**config.mk**
```make
export PLATFORM = sky130hd
export DESIGN_NAME = multi_trigger_intc
export DESIGN_NICKNAME = d
export VERILOG_FILES = /design/src/rtl/irqc_pkg.sv /design/src/rtl/irqc_sync_edge.sv /design/src/rtl/irqc_setclr_reg.sv /design/src/rtl/irqc_capture.sv /design/src/rtl/multi_trigger_intc.sv
export SDC_FILE = /design/constraint.sdc
export NUM_CORES = 1
export LEC_CHECK = 0
export CORE_MARGIN = 3
export CORE_UTILIZATION = 40
export DETAILED_ROUTE_END_ITERATION = 8
export DONT_BUFFER_PORTS = 1
export PLACE_DENSITY = 0.65
export SKIP_CTS_REPAIR_TIMING = 1
export SYNTH_ARGS = -nofsm -noshare
export SYNTH_HDL_FRONTEND = slang
export SYNTH_SLANG_ARGS = --single-unit
```
**constraint.sdc**
```tcl
create_clock -name clk -period 3 [get_ports clk]
set_clock_uncertainty 0.05 [all_clocks]
set_input_delay 0.45 -clock clk [delete_from_list [all_inputs] [get_ports clk]]
set_output_delay 0.45 -clock clk [all_outputs]
set_load 0.02 [all_outputs]
```
**src/rtl/irqc_pkg.sv**
```systemverilog
package irqc_pkg;
  localparam int unsigned ADDR_W = 6;

  localparam logic [1:0] OP_SET = 2'd0;
  localparam logic [1:0] OP_CLR = 2'd1;
  localparam logic [1:0] OP_RD  = 2'd2;

  localparam logic [3:0] IDX_CFG0  = 4'd0;
  localparam logic [3:0] IDX_CFG1  = 4'd1;
  localparam logic [3:0] IDX_CFG2  = 4'd2;
  localparam logic [3:0] IDX_SRC   = 4'd3;
  localparam logic [3:0] IDX_ASG   = 4'd4;
  localparam logic [3:0] IDX_WAKE  = 4'd5;
  localparam logic [3:0] IDX_MASK  = 4'd6;
  localparam logic [3:0] IDX_RISE  = 4'd7;
  localparam logic [3:0] IDX_FALL  = 4'd8;
  localparam logic [3:0] IDX_PEND0 = 4'd9;
  localparam logic [3:0] IDX_PEND1 = 4'd10;
  localparam logic [3:0] IDX_TEST  = 4'd11;

  localparam int unsigned N_CTL = 7;

  function automatic logic mode_rise(input logic [2:0] c);
    return (c == 3'b001) || (c == 3'b011);
  endfunction

  function automatic logic mode_fall(input logic [2:0] c);
    return (c == 3'b010) || (c == 3'b011);
  endfunction

  function automatic logic mode_high(input logic [2:0] c);
    return c == 3'b101;
  endfunction

  function automatic logic mode_low(input logic [2:0] c);
    return c == 3'b110;
  endfunction
endpackage

```
**src/rtl/irqc_sync_edge.sv**
```systemverilog
module irqc_sync_edge #(
  parameter int unsigned N = 32
) (
  input  logic         clk,
  input  logic         rst_n,
  input  logic [N-1:0] raw,
  output logic [N-1:0] lvl,
  output logic [N-1:0] rise_ev,
  output logic [N-1:0] fall_ev
);
  logic [N-1:0] meta_q, sync_q, prev_q;

  for (genvar i = 0; i < N; i++) begin : g_bit
    always_ff @(posedge clk or negedge rst_n) begin
      if (!rst_n) begin
        meta_q[i] <= 1'b0;
        sync_q[i] <= 1'b0;
        prev_q[i] <= 1'b0;
      end else begin
        meta_q[i] <= raw[i];
        sync_q[i] <= meta_q[i];
        prev_q[i] <= sync_q[i];
      end
    end
  end

  assign lvl     = sync_q;
  assign rise_ev = sync_q & ~prev_q;
  assign fall_ev = ~sync_q & prev_q;

  // the synchronized level only ever takes the value the input had two edges earlier
  assert_sync_depth_R4: assert property (@(posedge clk) disable iff (!rst_n)
    1'b1 |=> (sync_q == $past(meta_q)));
endmodule

```
**src/rtl/irqc_setclr_reg.sv**
```systemverilog
module irqc_setclr_reg #(
  parameter int unsigned   N       = 32,
  parameter logic [N-1:0]  RST_VAL = '0
) (
  input  logic         clk,
  input  logic         rst_n,
  input  logic [N-1:0] set_v,
  input  logic [N-1:0] clr_v,
  output logic [N-1:0] q
);
  always_ff @(posedge clk or negedge rst_n) begin
    if (!rst_n) q <= RST_VAL;
    else        q <= (q & ~clr_v) | set_v;
  end

  // a bit only moves when a set or clear strobe named it
  assert_bits_move_on_write_R2: assert property (@(posedge clk) disable iff (!rst_n)
    1'b1 |=> (((q ^ $past(q)) & ~($past(set_v) | $past(clr_v))) == '0));
endmodule

```
**src/rtl/irqc_capture.sv**
```systemverilog
module irqc_capture #(
  parameter int unsigned N = 32
) (
  input  logic         clk,
  input  logic         rst_n,
  input  logic [N-1:0] ev,
  input  logic [N-1:0] allow,
  input  logic [N-1:0] clr_v,
  output logic [N-1:0] cap
);
  logic [N-1:0] hit;
  assign hit = ev & allow;

  always_ff @(posedge clk or negedge rst_n) begin
    if (!rst_n) cap <= '0;
    else        cap <= (cap & ~clr_v) | hit;
  end

  // a newly captured bit needs an edge the mode selects
  assert_capture_needs_mode_R4: assert property (@(posedge clk) disable iff (!rst_n)
    1'b1 |=> ((cap & ~$past(cap) & ~($past(ev) & $past(allow))) == '0));
  // a captured bit falls only through its own clear strobe
  assert_capture_held_R5: assert property (@(posedge clk) disable iff (!rst_n)
    1'b1 |=> (($past(cap) & ~cap & ~$past(clr_v)) == '0));
endmodule

```
**src/rtl/multi_trigger_intc.sv**
```systemverilog
module multi_trigger_intc
  import irqc_pkg::*;
#(
  parameter int unsigned N_SRC = 32
) (
  input  logic              clk,
  input  logic              rst_n,
  input  logic [N_SRC-1:0]  src_in,
  input  logic [ADDR_W-1:0] bus_addr,
  input  logic              bus_we,
  input  logic [N_SRC-1:0]  bus_wdata,
  output logic [N_SRC-1:0]  bus_rdata,
  output logic              req0,
  output logic              req1,
  output logic              wake
);
  logic [3:0] idx;
  logic [1:0] op;
  assign idx = bus_addr[5:2];
  assign op  = bus_addr[1:0];

  // control registers with set/clear write pairs
  logic [N_SRC-1:0] ctl_q [N_CTL];
  logic [N_SRC-1:0] set_v [N_CTL];
  logic [N_SRC-1:0] clr_v [N_CTL];

  for (genvar k = 0; k < N_CTL; k++) begin : g_ctl
    localparam logic [N_SRC-1:0] RV = (k == int'(IDX_ASG)) ? '1 : '0;
    assign set_v[k] = (bus_we && idx == 4'(k) && op == OP_SET) ? bus_wdata : '0;
    assign clr_v[k] = (bus_we && idx == 4'(k) && op == OP_CLR) ? bus_wdata : '0;
    irqc_setclr_reg #(.N(N_SRC), .RST_VAL(RV)) u_reg (
      .clk(clk), .rst_n(rst_n), .set_v(set_v[k]), .clr_v(clr_v[k]), .q(ctl_q[k])
    );
  end

  logic [N_SRC-1:0] cfg0, cfg1, cfg2, asg, wake_en, mask;
  assign cfg0    = ctl_q[IDX_CFG0[2:0]];
  assign cfg1    = ctl_q[IDX_CFG1[2:0]];
  assign cfg2    = ctl_q[IDX_CFG2[2:0]];
  assign asg     = ctl_q[IDX_ASG[2:0]];
  assign wake_en = ctl_q[IDX_WAKE[2:0]];
  assign mask    = ctl_q[IDX_MASK[2:0]];

  // test register: stored only
  logic [N_SRC-1:0] test_q;
  always_ff @(posedge clk or negedge rst_n) begin
    if (!rst_n) test_q <= '0;
    else if (bus_we && idx == IDX_TEST && op == OP_SET) test_q <= bus_wdata;
  end

  // per-source mode decode
  logic [N_SRC-1:0] allow_rise, allow_fall, lvl_hi, lvl_lo;
  always_comb begin
    for (int i = 0; i < N_SRC; i++) begin
      allow_rise[i] = mode_rise({cfg2[i], cfg1[i], cfg0[i]});
      allow_fall[i] = mode_fall({cfg2[i], cfg1[i], cfg0[i]});
      lvl_hi[i]     = mode_high({cfg2[i], cfg1[i], cfg0[i]});
      lvl_lo[i]     = mode_low({cfg2[i], cfg1[i], cfg0[i]});
    end
  end

  // synchronizer and edge detection
  logic [N_SRC-1:0] lvl, rise_ev, fall_ev;
  irqc_sync_edge #(.N(N_SRC)) u_sync (
    .clk(clk), .rst_n(rst_n), .raw(src_in), .lvl(lvl), .rise_ev(rise_ev), .fall_ev(fall_ev)
  );

  // capture registers
  logic [N_SRC-1:0] rise_clr, fall_clr, rise_cap, fall_cap;
  assign rise_clr = (bus_we && idx == IDX_RISE && op == OP_CLR) ? bus_wdata : '0;
  assign fall_clr = (bus_we && idx == IDX_FALL && op == OP_CLR) ? bus_wdata : '0;

  irqc_capture #(.N(N_SRC)) u_cap_rise (
    .clk(clk), .rst_n(rst_n), .ev(rise_ev), .allow(allow_rise), .clr_v(rise_clr), .cap(rise_cap)
  );
  irqc_capture #(.N(N_SRC)) u_cap_fall (
    .clk(clk), .rst_n(rst_n), .ev(fall_ev), .allow(allow_fall), .clr_v(fall_clr), .cap(fall_cap)
  );

  // pending, routing, wake
  logic [N_SRC-1:0] level_act, raw_event, pend, pend0, pend1;
  assign level_act = (lvl & lvl_hi) | (~lvl & lvl_lo);
  assign raw_event = (rise_ev & allow_rise) | (fall_ev & allow_fall) | level_act;
  assign pend      = mask & ((rise_cap & allow_rise) | (fall_cap & allow_fall) | level_act);
  assign pend0     = pend & asg;
  assign pend1     = pend & ~asg;
  assign req0      = |pend0;
  assign req1      = |pend1;
  assign wake      = |(wake_en & raw_event);

  // read mux
  always_comb begin
    bus_rdata = '0;
    if (op == OP_RD) begin
      if (idx <= IDX_MASK) bus_rdata = ctl_q[idx[2:0]];
      else begin
        case (idx)
          IDX_RISE:  bus_rdata = rise_cap;
          IDX_FALL:  bus_rdata = fall_cap;
          IDX_PEND0: bus_rdata = pend0;
          IDX_PEND1: bus_rdata = pend1;
          IDX_TEST:  bus_rdata = test_q;
          default:   bus_rdata = '0;
        endcase
      end
    end
  end

  // with every mask bit clear neither request line can assert
  assert_mask_blocks_R6: assert property (@(posedge clk) disable iff (!rst_n)
    (mask == '0) |-> (!req0 && !req1));
  // req0 needs a masked-in source assigned to it, req1 one assigned away
  assert_route_req0_R7: assert property (@(posedge clk) disable iff (!rst_n)
    req0 |-> ((mask & asg) != '0));
  assert_route_req1_R7: assert property (@(posedge clk) disable iff (!rst_n)
    req1 |-> ((mask & ~asg) != '0));
  // wake needs some wake-enabled source
  assert_wake_enabled_R9: assert property (@(posedge clk) disable iff (!rst_n)
    wake |-> (wake_en != '0));
endmodule

```
==> results_tabular.tex <==
\begin{tabular}{lr}
\hline
Metric & Value \\
\hline
\multicolumn{2}{l}{\textbf{Outcome}} \\
\quad Status & complete, but fails checks \\
\quad Violations in the final reports & hold timing, setup timing \\
\multicolumn{2}{l}{\textbf{Worst setup path}} \\
\quad CP Class & flop to output port \\
\quad Startpoint of the most critical register-to-register path & g\_ctl[1].u\_reg.q[31] \\
\quad Sort of element at the start of the critical path & flop \\
\quad Max FO, Critical Path & 8 \\
\quad Cell at the slowest stage of the critical path & sky130\_fd\_sc\_hd\_\_dfrtp\_1 \\
\quad Cell chain of the critical path & a221o\_1 -> o211ai\_1 -> buf\_4 -> o32a\_1 -> o221ai\_2 -> nor4\_2 -> nand4\_1 -> buf\_6 \\
\quad Capturing element type of the critical path & output port \\
\quad Required time at the worst-slack endpoint & 2.50 ns \\
\quad Crit path arrival time & 2.72 ns \\
\quad R2r setup slk & 1.62 ns \\
\quad Stage delay of the slowest cell on the critical path & 0.48 ns \\
\quad Reg-to-Reg End & g\_ctl[1].u\_reg.q[31] \\
\quad Path depth of the worst reg2reg path & 2 \\
\multicolumn{2}{l}{\textbf{Die}} \\
\quad Floorplan die area & 55800 sq um \\
\quad Area of the core region & 51800 sq um \\
\quad Die Width & 236 um \\
\quad Number of placement rows & 83 \\
\quad I/O pin count & 108 \\
\quad Floorplan die height & 236 um \\
\quad Starting density of the core & 40.9\% \\
\multicolumn{2}{l}{\textbf{Drt}} \\
\quad Remaining antenna violation count after routing & 0 \\
\quad Initial DRT Pass Iterations & 6 \\
\quad Vias after detailed routing & 18862 \\
\quad Drt wl/cell & 27.1 um \\
\quad DR vias/cell & 6.51 \\
\quad DRC violations left & 0 \\
\quad Final Routed Wirelength & 78600 um \\
\quad Initial DRC count & 2541 \\
\multicolumn{2}{l}{\textbf{Global route}} \\
\quad GRT Residual Overflow & 0 \\
\quad Overall track demand over capacity in global routing & 26.3\% \\
\quad Wire length of the first global-routing pass & 113000 um \\
\quad Antenna violations before repair & 1 \\
\quad Maximum number of pins on one net before global-route repair & 417 \\
\quad Number of global-route vias before repair & 17600 \\
\multicolumn{2}{l}{\textbf{Timing}} \\
\quad Relative slew slack & 28.4\% \\
\quad Endpoints failing setup & 3 \\
\quad Final worst hold slack & -0.473 ns \\
\quad Final hold violations & 453 \\
\quad Max Transition Viols Final & 0 \\
\quad Final Critical Period & 3.22 ns \\
\quad RSZ-0062 raised after global routing & yes \\
\quad Share of the cycle needed by the critical path after routing & 107\% \\
\quad Highest attainable clock frequency & 310 MHz \\
\quad Worst-Margin Slew & 1.07 ns \\
\quad Final critical-path setup slack & -0.223 ns \\
\multicolumn{2}{l}{\textbf{Finish}} \\
\quad Area Overhead vs Synth & 18.7\% \\
\quad Register area & 10500 sq um \\
\quad Ant diodes & 0 \\
\quad Filler cell count in the final layout & 4654 \\
\quad Proportion of layout cells with a drive suffix above 1 & 17.1\% \\
\quad Total area of multi-input combinational cells & 10200 sq um \\
\quad Layout Nets & 2253 \\
\quad Number of cells in the finished layout apart from fillers & 2899 \\
\quad Utilization after layout & 48.5\% \\
\multicolumn{2}{l}{\textbf{CTS}} \\
\quad Clock sink count & 416 \\
\quad Clock transition at the registers of the reported paths & 0.06 ns \\
\quad CTS tree & built \\
\quad CTS HTree Levels & 2 \\
\quad Number of buffers added by the clock tree synthesis step & 48 \\
\quad Master cell of the clock root buffer & sky130\_fd\_sc\_hd\_\_clkbuf\_16 \\
\quad Longest Clk Path Bufs & 3 \\
\quad Worst skew pair latency & 0.60 ns \\
\multicolumn{2}{l}{\textbf{Place}} \\
\quad Cell count after placement & 2726 \\
\quad Global placement routability congestion & 0.919 \\
\quad IO Port Bufs & 0 \\
\quad Final HPWL DP & 47300 um \\
\multicolumn{2}{l}{\textbf{Logic synthesis}} \\
\quad Seq/Total Area, Yosys & 49.3\% \\
\quad Register bit total from synthesis & 416 \\
\quad FFs w/ async S/R, synth & 100\% \\
\quad Count of flip-flops with a built-in enable after synthesis & 0 \\
\quad Fraction of synthesized cell area taken by the top area cell type & 45.4\% \\
\quad Most frequent cells after synthesis & 398 x sky130\_fd\_sc\_hd\_\_nand2\_1, 384 x sky130\_fd\_sc\_hd\_\_dfrtp\_1, 241 x sky130\_fd\_sc\_hd\_\_a22o\_1, 137 x sky130\_fd\_sc\_hd\_\_clkbuf\_1, 98 x sky130\_fd\_sc\_hd\_\_o21ai\_0 \\
\quad Synth Warn \# & 0 \\
\quad Number of distinct library cells after synthesis & 68 \\
\quad Area contributors post-synth & sky130\_fd\_sc\_hd\_\_dfrtp\_1 45\%, sky130\_fd\_sc\_hd\_\_a22o\_1 10\%, sky130\_fd\_sc\_hd\_\_nand2\_1 7.1\% \\
\quad Syn Std Cell Area & 21200 sq um \\
\quad Synth area leader & sky130\_fd\_sc\_hd\_\_dfrtp\_1 \\
\quad Post-Synthesis Net Count & 2178 \\
\quad Post-Synthesis Cells & 2105 \\
\quad Most common cell in the synthesized netlist & sky130\_fd\_sc\_hd\_\_nand2\_1 \\
\quad Post-Syn Area per Cell & 10.1 sq um \\
\quad Top FF cell, synth & sky130\_fd\_sc\_hd\_\_dfrtp\_1 \\
\multicolumn{2}{l}{\textbf{Worst hold path}} \\
\quad Worst hold path type & primary input to asynchronous set/reset pin \\
\multicolumn{2}{l}{\textbf{Power and ir drop}} \\
\quad Internal Dissipation & 11.8 mW \\
\quad Total power density per cell area & 655 nW/um\^{}2 \\
\quad Leak pwr & 10.4 nW \\
\quad Flop pwr share & 46.3\% \\
\quad Total power & 16.5 mW \\
\quad Clock Power Share & 38.2\% \\
\quad Peak supply drop & 0.000386 V \\
\quad Proportion of total power due to net switching & 28.3\% \\
\quad Fraction of power consumed by combinational cells & 15.6\% \\
\quad Sw power & 4.65 mW \\
\multicolumn{2}{l}{\textbf{Job}} \\
\quad Max cap viols & 0 \\
\hline
\end{tabular}
==> kinds of logic (layout without fill, tap and decap cells) <==
logic type | Yosys count | in the layout | synth area share (%)
AND/OR/NAND/NOR | 666 | 666 | 14.5
flip-flops | 416 | 416 | 49.3
buffers and inverters | 219 | 333 | 4.13
AO/OA/AOI/OAI | 718 | 718 | 25.9
multiplexers | 86 | 86 | 6.19
==> power by group through the flow <==
| stage | clock network [mW] | logic, mW | registers [mW] |
|---|---|---|---|
| finish | 6.28 | 2.57 | 7.62 |
| global route | 6.62 | 2.74 | 7.72 |
| CTS | 6.36 | 2.27 | 7.54 |
| detailed placement | 0 | 2.26 | 7.62 |
| global placement | 0 | 2.20 | 7.58 |
| floorplan | 0 | 1.86 | 7.28 |
==> metal layers <==
layer	part of all wire, %	global-route usage (%)	up-vias
met1	39	35.1	9484
met5	0	0	-
met4	5.1	13.4	0
li1	-	-	7985
met2	45	40.0	1151
met3	10	6.08	242
==> critical path: cells and delay by family, from the launching register on <==
kind / cells / cell delay (ns)
buffers and inverters: 2 / 0.39
flip-flops: 1 / 0.48
AND/OR/NAND/NOR: 2 / 0.65
AO/OA/AOI/OAI: 4 / 0.61
==> per-stage QoR <==
step / worst slack [ns] / setup TNS (ns) / area, sq um
floorplan: 0.464 / 0 / 21200
global placement: 0.0327 / 0 / 22400
detailed placement: 0.103 / 0 / 22400
CTS: -0.523 / -1.36 / 24100
global route: -0.295 / -0.738 / 25100
finish: -0.223 / -0.588 / 25100
==> worst max path at each step <==
stage | startpoint | endpoint | slack, ns | cells past startpoint
finish | g_ctl[2].u_reg.q[28] | req1 | -0.22 | 8
detailed placement | u_sync.lvl[30] | req1 | 0.10 | 6
global placement | u_sync.lvl[30] | req1 | 0.03 | 6
global route | g_ctl[1].u_reg.q[25] | wake | -0.30 | 7
CTS | g_ctl[0].u_reg.q[30] | req1 | -0.52 | 6
floorplan | bus_addr[4] | bus_rdata[15] | 0.46 | 7
==> final cells by class <==
cell class | instances | share of cell area, %
Clock buffer | 69 | 5.53
Sequential cell | 416 | 41.7
Inverter | 51 | 0.762
Timing Repair Buffer | 193 | 6.98
Multi-Input combinational cell | 1470 | 40.4
Clock inverter | 20 | 1.19
Tap cell | 680 | 3.38
==> sequential cells by signal, summed over array words and instances (netlist names) <==
name            cells
g_ctl.u_reg.q     224
u_sync.lvl         32
u_sync.prev_q      32
u_sync.meta_q      32
u_cap_rise.cap     32
test_q             32
u_cap_fall.cap     32
==> cells in the final DEF, fill, tap and decap left out, types with 8 or more instances in the layout <==
| cell type | n |
|---|---|
| sky130_fd_sc_hd__clkinv_2 | 8 |
| sky130_fd_sc_hd__and2_1 | 11 |
| sky130_fd_sc_hd__buf_12 | 9 |
| sky130_fd_sc_hd__mux4_2 | 31 |
| sky130_fd_sc_hd__buf_4 | 107 |
| sky130_fd_sc_hd__nor2_1 | 65 |
| sky130_fd_sc_hd__nand2b_1 | 19 |
| sky130_fd_sc_hd__a211oi_1 | 13 |
| sky130_fd_sc_hd__dfrtp_2 | 25 |
| sky130_fd_sc_hd__a22o_1 | 241 |
| sky130_fd_sc_hd__inv_1 | 51 |
| sky130_fd_sc_hd__nand2_1 | 397 |
| sky130_fd_sc_hd__nand4_1 | 13 |
| sky130_fd_sc_hd__mux2_2 | 36 |
| sky130_fd_sc_hd__o21bai_1 | 13 |
| sky130_fd_sc_hd__a21o_1 | 14 |
| sky130_fd_sc_hd__mux2i_1 | 17 |
| sky130_fd_sc_hd__o211ai_1 | 55 |
| sky130_fd_sc_hd__nand3b_1 | 9 |
| sky130_fd_sc_hd__dfstp_2 | 32 |
| sky130_fd_sc_hd__dfrtp_1 | 359 |
| sky130_fd_sc_hd__a22oi_1 | 40 |
| sky130_fd_sc_hd__o22ai_1 | 25 |
| sky130_fd_sc_hd__clkbuf_16 | 48 |
| sky130_fd_sc_hd__a32o_1 | 46 |
| sky130_fd_sc_hd__nor3_1 | 9 |
| sky130_fd_sc_hd__clkbuf_8 | 11 |
| sky130_fd_sc_hd__clkbuf_1 | 10 |
| sky130_fd_sc_hd__a21oi_1 | 67 |
| sky130_fd_sc_hd__dlygate4sd3_1 | 76 |
| sky130_fd_sc_hd__o211a_1 | 13 |
| sky130_fd_sc_hd__a221o_1 | 18 |
| sky130_fd_sc_hd__nor2b_1 | 62 |
| sky130_fd_sc_hd__nand3_1 | 8 |
| sky130_fd_sc_hd__o21ai_0 | 91 |
| sky130_fd_sc_hd__nor2_4 | 9 |
| sky130_fd_sc_hd__nor2_2 | 8 |
| sky130_fd_sc_hd__and3_1 | 10 |
Note: power is estimated with default switching activity, not from simulation.
